===== config.mk =====
export PLATFORM = sky130hd
export DESIGN_NAME = rn_issue_unit
export DESIGN_NICKNAME = d
export VERILOG_FILES = /design/src/rtl/rn_pkg.sv /design/src/rtl/rn_alloc.sv /design/src/rtl/rn_regstat.sv /design/src/rtl/rn_issue_unit.sv
export SDC_FILE = /design/constraint.sdc
export NUM_CORES = 1
export LEC_CHECK = 0
export ABC_CLOCK_PERIOD_IN_PS = 1900
export BUFFER_PORTS_ARGS = -buffer_cell sky130_fd_sc_hd__buf_2
export CORE_MARGIN = 2
export CORE_UTILIZATION = 55
export CTS_CLUSTER_SIZE = 12
export DETAILED_ROUTE_END_ITERATION = 16
export PLACE_DENSITY = 0.77
export SLEW_MARGIN = 20
export SYNTH_ARGS = -nofsm -noshare
export SYNTH_HDL_FRONTEND = slang
export SYNTH_SLANG_ARGS = --single-unit

===== constraint.sdc =====
create_clock -name clk -period 1.9 [get_ports clk]
set_input_delay 0.095 -clock clk [delete_from_list [all_inputs] [get_ports clk]]
set_output_delay 0.095 -clock clk [all_outputs]
set_load 0.005 [all_outputs]

===== src/rtl/rn_pkg.sv =====
package rn_pkg;
  localparam int DEF_UNITS   = 2;
  localparam int DEF_ENTRIES = 2;
  localparam int DEF_REGS    = 8;
  localparam int DEF_DATA_W  = 16;
  localparam int DEF_OP_W    = 4;

  typedef enum logic [0:0] {
    UNIT_ARITH = 1'b0,
    UNIT_MUL   = 1'b1
  } unit_e;
endpackage


===== src/rtl/rn_alloc.sv =====
module rn_alloc #(
  parameter int UNITS   = rn_pkg::DEF_UNITS,
  parameter int ENTRIES = rn_pkg::DEF_ENTRIES,
  localparam int UNIT_W = (UNITS > 1) ? $clog2(UNITS) : 1,
  localparam int IDX_W  = (ENTRIES > 1) ? $clog2(ENTRIES) : 1,
  localparam int SLOTS  = UNITS * ENTRIES
) (
  input  logic [SLOTS-1:0]  busy_i,
  input  logic [UNIT_W-1:0] unit_i,
  output logic              found_o,
  output logic [IDX_W-1:0]  idx_o
);
  logic [UNITS-1:0] unit_found;
  logic [IDX_W-1:0] unit_idx [UNITS];

  // one lowest-free picker per unit type
  for (genvar u = 0; u < UNITS; u++) begin : g_unit
    logic             f;
    logic [IDX_W-1:0] ix;
    always_comb begin
      f  = 1'b0;
      ix = '0;
      for (int e = ENTRIES - 1; e >= 0; e--) begin
        if (!busy_i[u*ENTRIES + e]) begin
          f  = 1'b1;
          ix = IDX_W'(e);
        end
      end
    end
    assign unit_found[u] = f;
    assign unit_idx[u]   = ix;
  end

  assign found_o = unit_found[unit_i];
  assign idx_o   = unit_idx[unit_i];
endmodule


===== src/rtl/rn_regstat.sv =====
module rn_regstat #(
  parameter int REGS   = rn_pkg::DEF_REGS,
  parameter int DATA_W = rn_pkg::DEF_DATA_W,
  parameter int TAG_W  = 3,
  parameter int RD     = 2,
  localparam int RW    = (REGS > 1) ? $clog2(REGS) : 1
) (
  input  logic                     clk,
  input  logic                     rst,
  input  logic [RD-1:0][RW-1:0]    rd_addr_i,
  output logic [RD-1:0][TAG_W-1:0] rd_tag_o,
  output logic [RD-1:0][DATA_W-1:0] rd_val_o,
  input  logic                     cdb_valid_i,
  input  logic [TAG_W-1:0]         cdb_tag_i,
  input  logic [DATA_W-1:0]        cdb_val_i,
  input  logic                     wr_en_i,
  input  logic [RW-1:0]            wr_addr_i,
  input  logic [TAG_W-1:0]         wr_tag_i
);
  logic [DATA_W-1:0] val_q [REGS];
  logic [TAG_W-1:0]  tag_q [REGS];

  // broadcast write first, retag last so the retag wins on the same register
  always_ff @(posedge clk) begin
    if (rst) begin
      for (int r = 0; r < REGS; r++) begin
        val_q[r] <= '0;
        tag_q[r] <= '0;
      end
    end else begin
      for (int r = 0; r < REGS; r++) begin
        if (cdb_valid_i && (tag_q[r] != '0) && (tag_q[r] == cdb_tag_i)) begin
          val_q[r] <= cdb_val_i;
          tag_q[r] <= '0;
        end
        if (wr_en_i && (wr_addr_i == RW'(r)))
          tag_q[r] <= wr_tag_i;
      end
    end
  end

  for (genvar p = 0; p < RD; p++) begin : g_rd
    logic [TAG_W-1:0] t;
    assign t = tag_q[rd_addr_i[p]];
    always_comb begin
      if (t == '0) begin
        rd_tag_o[p] = '0;
        rd_val_o[p] = val_q[rd_addr_i[p]];
      end else if (cdb_valid_i && (t == cdb_tag_i)) begin
        rd_tag_o[p] = '0;
        rd_val_o[p] = cdb_val_i;
      end else begin
        rd_tag_o[p] = t;
        rd_val_o[p] = '0;
      end
    end
  end
endmodule


===== src/rtl/rn_issue_unit.sv =====
module rn_issue_unit #(
  parameter int UNITS   = rn_pkg::DEF_UNITS,
  parameter int ENTRIES = rn_pkg::DEF_ENTRIES,
  parameter int REGS    = rn_pkg::DEF_REGS,
  parameter int DATA_W  = rn_pkg::DEF_DATA_W,
  parameter int OP_W    = rn_pkg::DEF_OP_W,
  localparam int UNIT_W = (UNITS > 1) ? $clog2(UNITS) : 1,
  localparam int IDX_W  = (ENTRIES > 1) ? $clog2(ENTRIES) : 1,
  localparam int RW     = (REGS > 1) ? $clog2(REGS) : 1,
  localparam int TAG_W  = UNIT_W + IDX_W + 1,
  localparam int SLOTS  = UNITS * ENTRIES
) (
  input  logic              clk,
  input  logic              rst,
  input  logic              in_valid,
  output logic              in_ready,
  input  logic [UNIT_W-1:0] in_unit,
  input  logic [OP_W-1:0]   in_op,
  input  logic [RW-1:0]     in_src_a,
  input  logic [RW-1:0]     in_src_b,
  input  logic [RW-1:0]     in_dst,
  input  logic              cdb_valid,
  input  logic [TAG_W-1:0]  cdb_tag,
  input  logic [DATA_W-1:0] cdb_value,
  output logic              iss_valid,
  output logic [OP_W-1:0]   iss_op,
  output logic [TAG_W-1:0]  iss_tag,
  output logic [TAG_W-1:0]  iss_a_tag,
  output logic [DATA_W-1:0] iss_a_val,
  output logic [TAG_W-1:0]  iss_b_tag,
  output logic [DATA_W-1:0] iss_b_val
);
  logic [SLOTS-1:0]          busy_q;
  logic                      alloc_found;
  logic [IDX_W-1:0]          alloc_idx;
  logic                      fire;
  logic [TAG_W-1:0]          new_tag;
  logic [SLOTS-1:0]          set_mask, clr_mask;
  logic [1:0][RW-1:0]        rd_addr;
  logic [1:0][TAG_W-1:0]     rd_tag;
  logic [1:0][DATA_W-1:0]    rd_val;

  rn_alloc #(.UNITS(UNITS), .ENTRIES(ENTRIES)) u_alloc (
    .busy_i  (busy_q),
    .unit_i  (in_unit),
    .found_o (alloc_found),
    .idx_o   (alloc_idx)
  );

  assign in_ready = alloc_found;
  assign fire     = in_valid && alloc_found;
  assign new_tag  = {1'b1, in_unit, alloc_idx};
  assign rd_addr  = {in_src_b, in_src_a};

  always_comb begin
    set_mask = '0;
    clr_mask = '0;
    if (fire)
      set_mask[{in_unit, alloc_idx}] = 1'b1;
    if (cdb_valid && cdb_tag[TAG_W-1])
      clr_mask[cdb_tag[TAG_W-2:0]] = 1'b1;
  end

  always_ff @(posedge clk) begin
    if (rst) busy_q <= '0;
    else     busy_q <= (busy_q & ~clr_mask) | set_mask;
  end

  rn_regstat #(.REGS(REGS), .DATA_W(DATA_W), .TAG_W(TAG_W), .RD(2)) u_regs (
    .clk         (clk),
    .rst         (rst),
    .rd_addr_i   (rd_addr),
    .rd_tag_o    (rd_tag),
    .rd_val_o    (rd_val),
    .cdb_valid_i (cdb_valid),
    .cdb_tag_i   (cdb_tag),
    .cdb_val_i   (cdb_value),
    .wr_en_i     (fire),
    .wr_addr_i   (in_dst),
    .wr_tag_i    (new_tag)
  );

  always_ff @(posedge clk) begin
    if (rst) begin
      iss_valid <= 1'b0;
      iss_op    <= '0;
      iss_tag   <= '0;
      iss_a_tag <= '0;
      iss_a_val <= '0;
      iss_b_tag <= '0;
      iss_b_val <= '0;
    end else begin
      iss_valid <= fire;
      if (fire) begin
        iss_op    <= in_op;
        iss_tag   <= new_tag;
        iss_a_tag <= rd_tag[0];
        iss_a_val <= rd_val[0];
        iss_b_tag <= rd_tag[1];
        iss_b_val <= rd_val[1];
      end
    end
  end
endmodule


# Word level (Yosys, flattened, before mapping)
# Memory sizes are Yosys's and may differ from the RTL's.
# Index checks and enable logic that the tools add are counted.
# word_totals
register_bits	50
mem_bits_rw	152
wordCells	201
n_memories	2
# memory_table
memory	depth	width	read_ports	rd_clocked_by_memory_dff	wr	line_no	text
u_regs.val_q	8	16	2	0	8	rn_regstat.sv:20	logic [DATA_W-1:0] val_q [REGS];
u_regs.tag_q	8	3	10	0	8	rn_regstat.sv:21	logic [TAG_W-1:0] tag_q [REGS];
# op_classes
n_lt_le_gt_ge	6
n_eq_ne	17
n_mux	99
n_bitwise	28
n_reduce_logical	41
# op_table
operator	count
16-bit two-way mux	12
1-bit two-way mux	63
3-bit two-way mux	20
3-bit == test	10
1-bit logical AND	30
1-bit OR	24
3-bit nonzero test	8
3-bit == test (second input constant)	4
3-bit logical NOT	3
4-bit two-way mux	2
3-bit by 2-bit == test with 1-bit output (second input constant)	2
2-bit by 3-bit < comparator with 1-bit output (second input constant)	2
4-bit bitwise AND	1
1-bit demux with 2-bit select	2
2-bit by 1-bit greater-or-equal comparator with 1-bit output (second input constant)	2
4-bit NOT	1
4-bit OR	1
3-bit by 1-bit == test with 1-bit output (second input constant)	1
2-bit greater-or-equal comparator (second input constant)	1
1-bit by 2-bit < comparator with 1-bit output (second input constant)	1
1-bit NOT with 2-bit output	1

# Longest topological paths before layout
# Gate-level depths: netlist of the first run.
# logic_depth
word_depth	11
depth_mapped	9
mapped_depth_nobuf	6

# Modules after synthesis
# A second synthesis of the first run with hierarchy kept.
# hier_totals
cells_unflattened	841
area_unflattened_um2	11080.6
# by_module_without_submodules
mod	instances	cells_per_inst	area_each_um2
rn_regstat	1	613	8583.2
rn_issue_unit	1	223	2466.1
rn_alloc	1	5	31.3

# Least setup slack after synthesis of the first run
# Ideal clock, no wire load.
# synth_path
path_type	flip-flop to flip-flop
startpoint	mem u_regs.tag_q[7][0]
endpoint	reg iss_a_val[10]
setup_time_ns	0.132
arrival_ns	1.980
path_slack_ns	-0.211
stages_incl_launch_ff	7
n_path_buf	1
path_cell_list	edfxtp_1 -> mux4_2 -> mux2i_2 -> inv_2 -> a311oi_4 -> buf_2 -> o32ai_1
# synth_lines
item	line_no	text
from (decl)	rn_regstat.sv:21	
to (signal assigned)	rn_issue_unit.sv:98	iss_a_val <= rd_val[0];
to (decl)	rn_issue_unit.sv:29	output logic [DATA_W-1:0] iss_a_val,

==> metrics.md, run 1 <==
| Metric | Value |
|---|---|
| Worst-case reg-to-reg path depth | 8 |
| Vias in the first global route | 8193 |
| Cells along the critical path | buf_4 -> mux4_2 -> mux2i_4 -> buf_4 -> nor4_4 -> a311oi_4 -> buf_12 -> o32ai_2 |
| Pwr Total | 11.3 mW |
| Pwr Density | 840 mW/mm² |
| Post-Place Setup Slack | -0.744 ns |
| End of the worst register-to-register path | iss_a_val[10]$_SDFFE_PP0N_ |
| Ant diodes | 0 |
| Clock Tree Buf Depth | 3 |
| Clock sinks | 202 |
| Syn nets | 879 |
| Root buffer cell | clkbuf_16 |
| Crit path time final | 2.27 ns |
| Synth Cell Area | 0.0107 mm² |
| Fraction of layout cells with a size suffix above 1 | 37.0% |
| Yosys synthesis warning count | 0 |
| FFs w/ async S/R, synth | 0% |
| DR DRC count | 0 |
| Status | finished with violations |
| Clk slew on worst S/H paths | 0.06 ns |
| Max-cap violations | 0 |
| Hold Crit Class | in2reg |
| Initial antenna violation count | 1 |
| Max FO, Critical Path | 16 |
| Worst Hold Path Cells | 4 |
| RSZ-0062 raised after global routing | yes |
| Final Slew Violations | 0 |
| Rel. slew slack | 58.3% |
| Failing checks | setup timing |
| Final hold vios | 0 |
| Area grow syn2layout | 25.2% |
| DIE HEIGHT | 144 µm |
| H-Tree Depth | 1 |
| CTS tree | built |
| # IOs | 84 |
| Endpoints failing setup | 38 |
| Post-synth EDFFs | 152 |
| TritonCTS Buffers | 23 |
| Seq cells post-synth | 202 |
| Delay-heaviest family, CP | multiplexers |
| Routability cong. | 0.919 |
| Largest net degree at the start of global routing | 64 |
| Row cnt | 51 |
| Achievable Freq | 0.440 GHz |
| Main synth FF type | edfxtp_1 |
| IO Port Bufs | 83 |
| Starting density of the core | 55.7% |
| Bufs and invs on worst path | 3 |
| Leak | 5.28 nW |
| Crit Path Category | reg2reg |
| Total wire length | 31000 µm |
| Avg WL per Cell | 23.7 µm |
| Die width | 144 µm |
| Core box area | 0.0193 mm² |
| DIE AREA | 0.0206 mm² |
| Data arrival time of the critical path | 2.67 ns |
| Detailed-router iteration count before antenna repair | 7 |
| Slowest library cell on the worst path | mux4_2 |
| FF-to-FF setup slack | -0.37 ns |
| Nets@finish | 1067 |
| Vias per std cell | 6.31 |
| Grt ovf | 0 |
| Clock latency on the worst-skew pair | 0.52 ns |
| CP Launch Type | register |
| Max stage delay on crit path | 0.48 ns |
| Synth cell types | 57 |
| First-pass GRT wire length | 46400 µm |
| Detail Route Antenna Nets | 0 |
| Syn_area_per_cell | 12.7 µm² |
| Critical hold path startpoint | cdb_value[4] |
| RR Startpoint | u_regs.tag_q[3][1]$_SDFFCE_PN0P_ |
| Peak supply drop | 0.000545 V |
| Post-Syn Instances | 842 |
| GRT Util Overall | 30.0% |
| Clock Skews | 0.0135 ns |
| Via count | 8242 |
| Slack of the critical path | -0.373 ns |
| Endpoint, Worst Hold | iss_b_val[4]$_SDFFE_PP0N_ |
| Drt initial violations | 836 |
| Worst Tran Pin Value | 0.625 ns |
| Detailed-placement wirelength estimate | 19200 µm |
| Crit path capture type | register |
| CP required | 2.30 ns |
| Most used cell, CP | buf_4 |
| Sequential area share after synthesis | 51.9% |
| Tcrit/Tclk final | 120% |
## synthesized netlist by cell type, types with 7 or more instances
cell type / instances / area share (%)
a21oi_1: 9 / 0.42
a221oi_1: 8 / 0.65
buf_2: 13 / 0.61
clkbuf_1: 37 / 1.3
dfxtp_1: 50 / 9.3
edfxtp_1: 152 / 43
inv_1: 39 / 1.4
mux2i_1: 39 / 3.6
mux4_2: 72 / 15
nand2_1: 25 / 0.87
nand2b_1: 29 / 1.7
nor2_1: 129 / 4.5
nor3_1: 8 / 0.37
o211ai_1: 7 / 0.49
o21a_1: 33 / 2.3
o21ai_0: 12 / 0.56
o21bai_1: 34 / 2.4
o32ai_1: 22 / 1.8
o32ai_2: 10 / 1.5
or2_1: 9 / 0.52
or2_2: 26 / 1.5
xnor2_1: 10 / 0.82
## worst max path at each step
stage,start,end,slack (ns),cells after the start
3_5_place_dp,u_regs.tag_q[2][2]$_SDFFCE_PN0P_,iss_b_val[5]$_SDFFE_PP0N_,-0.74,5
5_1_grt,u_regs.tag_q[5][2]$_DFFE_PP_,iss_b_val[11]$_SDFFE_PP0N_,-0.44,8
6_report,u_regs.tag_q[3][1]$_SDFFCE_PN0P_,iss_a_val[10]$_SDFFE_PP0N_,-0.37,8
2_1_floorplan,u_regs.tag_q[5][2]$_DFFE_PP_,iss_b_val[0]$_SDFFE_PP0N_,-0.17,6
4_1_cts,u_regs.tag_q[5][1]$_SDFFCE_PN0P_,iss_a_val[10]$_SDFFE_PP0N_,-0.34,8
3_3_place_gp,u_regs.tag_q[2][2]$_SDFFCE_PN0P_,iss_b_val[8]$_SDFFE_PP0N_,-0.65,5
## placed cells by master, fill, tap and decap left out, types with 4 or more instances in the layout
cell type / instances
edfxtp_1: 152
nor2_1: 127
buf_4: 89
buf_2: 84
mux4_2: 72
dfxtp_1: 50
inv_1: 39
mux2i_1: 39
o21bai_1: 34
o21a_1: 33
dlygate4sd3_1: 25
or2_2: 24
nand2_1: 23
clkbuf_16: 23
nand2b_1: 20
o32ai_2: 20
buf_12: 14
o32ai_1: 10
buf_6: 10
xnor2_1: 9
a21oi_1: 9
o21ai_0: 8
or2_1: 8
o211ai_1: 7
nor3_1: 7
a221oi_1: 7
nand3_1: 6
nand2b_4: 6
o21ai_1: 5
or2_0: 5
clkbuf_1: 5
clkinv_2: 5
nor4_4: 4
nor4_1: 4
## stage by stage
stage	hold slack, ns	instance area [µm²]	setup TNS [ns]	util, %	instances
6_report	0.0213	13400	-11.98	69.7	1307
2_1_floorplan	0.231	10800	-3.39	-	842
3_3_place_gp	0.336	12200	-14.70	63.5	1235
4_1_cts	0.00540	13200	-10.82	68.6	1301
3_5_place_dp	0.345	12200	-16.69	63.5	1235
5_1_grt	0.0229	13400	-14.89	69.7	1307
## worst reg2reg max path, delay by kind of cell, from the launching register on
| family | cells | cell delay [ns] |
|---|---|---|
| buf+inv | 3 | 0.57 |
| mux | 2 | 0.72 |
| simple gates | 1 | 0.05 |
| flops | 1 | 0.41 |
| compound gates | 2 | 0.41 |
## logic make-up (layout without fill, tap and decap cells)
logic type,count (synthesis),after routing,synth area share [%]
AO/OA/AOI/OAI,153,153,11.8
XOR/XNOR,11,11,0.968
buffers and inverters,102,302,4.11
flip-flops,202,202,51.9
multiplexers,117,117,19.7
AND/OR/NAND/NOR,257,257,11.6
## power breakdown
group	leakage, nW	switching [mW]	internal [mW]
logic	2.96	1.09	0.965
registers	1.99	0.161	5.03
clock network	0.332	1.79	2.25
total	5.28	3.04	8.25
## area by class of cell
cell class / count / area (µm²)
Clock buffer: 29 / 602
Clock inverter: 8 / 60.1
Fill cell: 1271 / 5840
Inverter: 43 / 161
Multi-Input combinational cell: 538 / 4980
Sequential cell: 202 / 5570
Tap cell: 265 / 332
Timing Repair Buffer: 222 / 1730
## flip-flops by register name, summed over array words and instances, names as in the netlist
name and cells:
iss_a_val 16, iss_tag 3, iss_a_tag 3, u_regs.tag_q 24, iss_valid 1, busy_q 4, iss_b_tag 3, iss_b_val 16
u_regs.val_q 128, iss_op 4
## per-layer routing
metal  GRT usage (%)  wire, µm  vias up
li1                -         -     3552
met1            40.3     11800     4040
met2            48.7     14800      570
met3            6.93      3510       78
met4            9.44       884        2
met5               0        11        -
## repair_timing
item	in CTS	in global routing
hold endpoints to repair	38	0
hold buffers	25	0
gates resized for setup	11	29
pin swaps	5	13
buffers inserted	5	5
gates cloned	0	1
endpoints found under the setup margin	38	125
Power figures use the tool's default switching activity.
==> run 2: changes to the inputs <==
- CORE_MARGIN: 2 -> not set
==> run 2 against run 1 <==
Effect of this change: the run still ends with setup timing left; clock skew grew 0.0013 ns; critical path depth grew 1; power grew 0.59%; routed wire length shrank 2.4%; flip-flop and latch count is the same; clock power grew 1%; combinational power is essentially flat; global-route usage grew 0.61 points; fmax grew 3.0%; worst setup slack gained 0.066 ns; cell count shrank 0.23%; critical path type unchanged; largest power group unchanged.
==> metrics.md, run 2 (synthesis results as in run 1) <==
| Metric | Value |
|---|---|
| Status | finished with violations |
| Failing checks | setup timing |
| Starting density of the core | 56.8% |
| CTS tree | built |
| Max FO, Critical Path | 16 |
| Achievable Freq | 0.453 GHz |
| Most frequent cells in the layout | edfxtp_1, nor2_1, buf_4 |
| Drt initial violations | 902 |
| Worst Tran Pin Value | 0.668 ns |
| Post-Place Setup Slack | -0.695 ns |
| Cells along the critical path | mux4_2 -> mux2i_4 -> buf_6 -> buf_6 -> nand2_4 -> nor4_4 -> a311oi_4 -> buf_12 -> o32ai_2 |
| Detail Route Antenna Nets | 0 |
| Max-cap violations | 0 |
| Rel. slew slack | 55.4% |
| Slack of the critical path | -0.307 ns |
| Peak supply drop | 0.000513 V |
| Clock Tree Buf Depth | 3 |
| Hold Crit Class | in2reg |
| Crit Path Category | reg2reg |
| Endpoints failing setup | 38 |
| Row cnt | 50 |
| Fillers | 1186 |
| Vias per std cell | 6.31 |
| Most common cell after layout, fill and taps aside | edfxtp_1 |
| Final Slew Violations | 0 |
| Die width | 142 µm |
| Max reg flops | 128 |
| Tcrit/Tclk final | 116% |
| Max stage delay on crit path | 0.54 ns |
| Crit path time final | 2.21 ns |
| Initial antenna violation count | 0 |
| TNS Setup | -8.73 ns |
| Most used cell, CP | buf_6 |
| Final hold vios | 0 |
| Slowest library cell on the worst path | mux4_2 |
| Multi-input combinational cell area | 0.00506 mm² |
| Leak | 5.31 nW |
| Reg area | 0.00557 mm² |
| Routability cong. | 0.921 |
| Area grow syn2layout | 25.7% |
| Grt ovf | 0 |
| Clock Skews | 0.0148 ns |
| H-Tree Depth | 1 |
| Total wire length | 30200 µm |
| Detailed-router iteration count before antenna repair | 4 |
| Via count | 8228 |
| Pwr Total | 11.3 mW |
| Clk slew on worst S/H paths | 0.06 ns |
| GRT Util Overall | 30.6% |
| Biggest regs | u_regs.val_q x128, u_regs.tag_q x24 |
| Clock sinks | 202 |
| RSZ-0062 raised after global routing | yes |
| Crit path capture type | register |
| IO Port Bufs | 83 |
| Core box area | 0.0189 mm² |
| Largest net degree at the start of global routing | 70 |
| Cell area after layout | 0.0135 mm² |
| DIE HEIGHT | 142 µm |
| Pwr Density | 842 mW/mm² |
| Placed Instance Area | 0.0122 mm² |
| Most flop-heavy register | u_regs.val_q |
| Nets@finish | 1066 |
| DR DRC count | 0 |
| CP required | 2.32 ns |
| Detailed-placement wirelength estimate | 19500 µm |
| First-pass GRT wire length | 46100 µm |
| Vias in the first global route | 8150 |
| # IOs | 84 |
| Data arrival time of the critical path | 2.63 ns |
| Ant diodes | 0 |
| Avg WL per Cell | 23.2 µm |
| Clock latency on the worst-skew pair | 0.52 ns |
| DIE AREA | 0.0201 mm² |
| Root buffer cell | clkbuf_16 |
| Fraction of layout cells with a size suffix above 1 | 39.2% |
| TritonCTS Buffers | 22 |
| CP Launch Type | register |
## run 2: changes by cell type in the layout (fill, tap and decap cells not counted), sizes merged
cell,change
inv,-1
clkinv,-2
dlygate4sd3,-6
clkbuf,+5
buf,+6
## run 2: worst paths after layout
| kind | start | to | slack [ns] | depth (start not counted) |
|---|---|---|---|---|
| max | u_regs.tag_q[7][1]$_SDFFCE_PP0P_ | iss_a_val[11]$_SDFFE_PP0N_ | -0.31 | 9 |
| min reg2reg | iss_tag[1]$_SDFFE_PP0N_ | iss_tag[1]$_SDFFE_PP0N_ | 0.45 | 2 |
| max reg2reg | u_regs.tag_q[7][1]$_SDFFCE_PP0P_ | iss_a_val[11]$_SDFFE_PP0N_ | -0.31 | 9 |
| min | cdb_value[13] | iss_b_val[13]$_SDFFE_PP0N_ | 0.01 | 4 |
## run 2: area by class of cell
type | count | area share (%)
Clock buffer | 34 | 4.76
Inverter | 43 | 1.20
Sequential cell | 202 | 41.3
Clock inverter | 5 | 0.278
Tap cell | 260 | 2.41
Multi-Input combinational cell | 538 | 37.6
Timing Repair Buffer | 222 | 12.5
## run 2: worst max-delay path, delay by kind of cell (launching register included)
kind                   cells  cell delay, ns
multiplexers               2            0.74
buffers and inverters      3            0.42
flip-flops                 1            0.41
AND/OR/NAND/NOR            2            0.23
AO/OA/AOI/OAI              2            0.32
## run 2: metal layers
| layer | GRT usage, % | vias to the layer above | wire length (µm) |
|---|---|---|---|
| met3 | 5.13 | 94 | 2860 |
| met1 | 42.5 | 4098 | 12000 |
| met4 | 11.1 | 0 | 1030 |
| li1 | - | 3562 | - |
| met5 | 0 | - | 0 |
| met2 | 48.8 | 474 | 14400 |
## run 2: metrics by stage
step / hold WS [ns] / instances / util [%]
global route: 0.0246 / 1304 / 71.4
global placement: 0.338 / 1237 / 64.6
detailed placement: 0.343 / 1237 / 64.6
CTS: 0.00121 / 1298 / 70.1
finish: 0.0126 / 1304 / 71.4
floorplan: 0.231 / 842 / -
## run 2: power breakdown
group / total [mW] / leakage [nW] / internal, mW / switching, mW
clock: 4.08 / 0.343 / 2.33 / 1.75
combinational: 2.08 / 2.98 / 0.989 / 1.09
sequential: 5.18 / 1.99 / 5.03 / 0.152
total: 11.3 / 5.31 / 8.35 / 2.99
## run 2: timing repair
action                                 4_1_cts  5_1_grt
buffers inserted                             3        6
hold buffers                                19        0
endpoints found under the hold margin       33        0
pin swaps                                   12       10
setup endpoints to repair                   44       91
resized for setup                           18       42
cloned                                       0        0
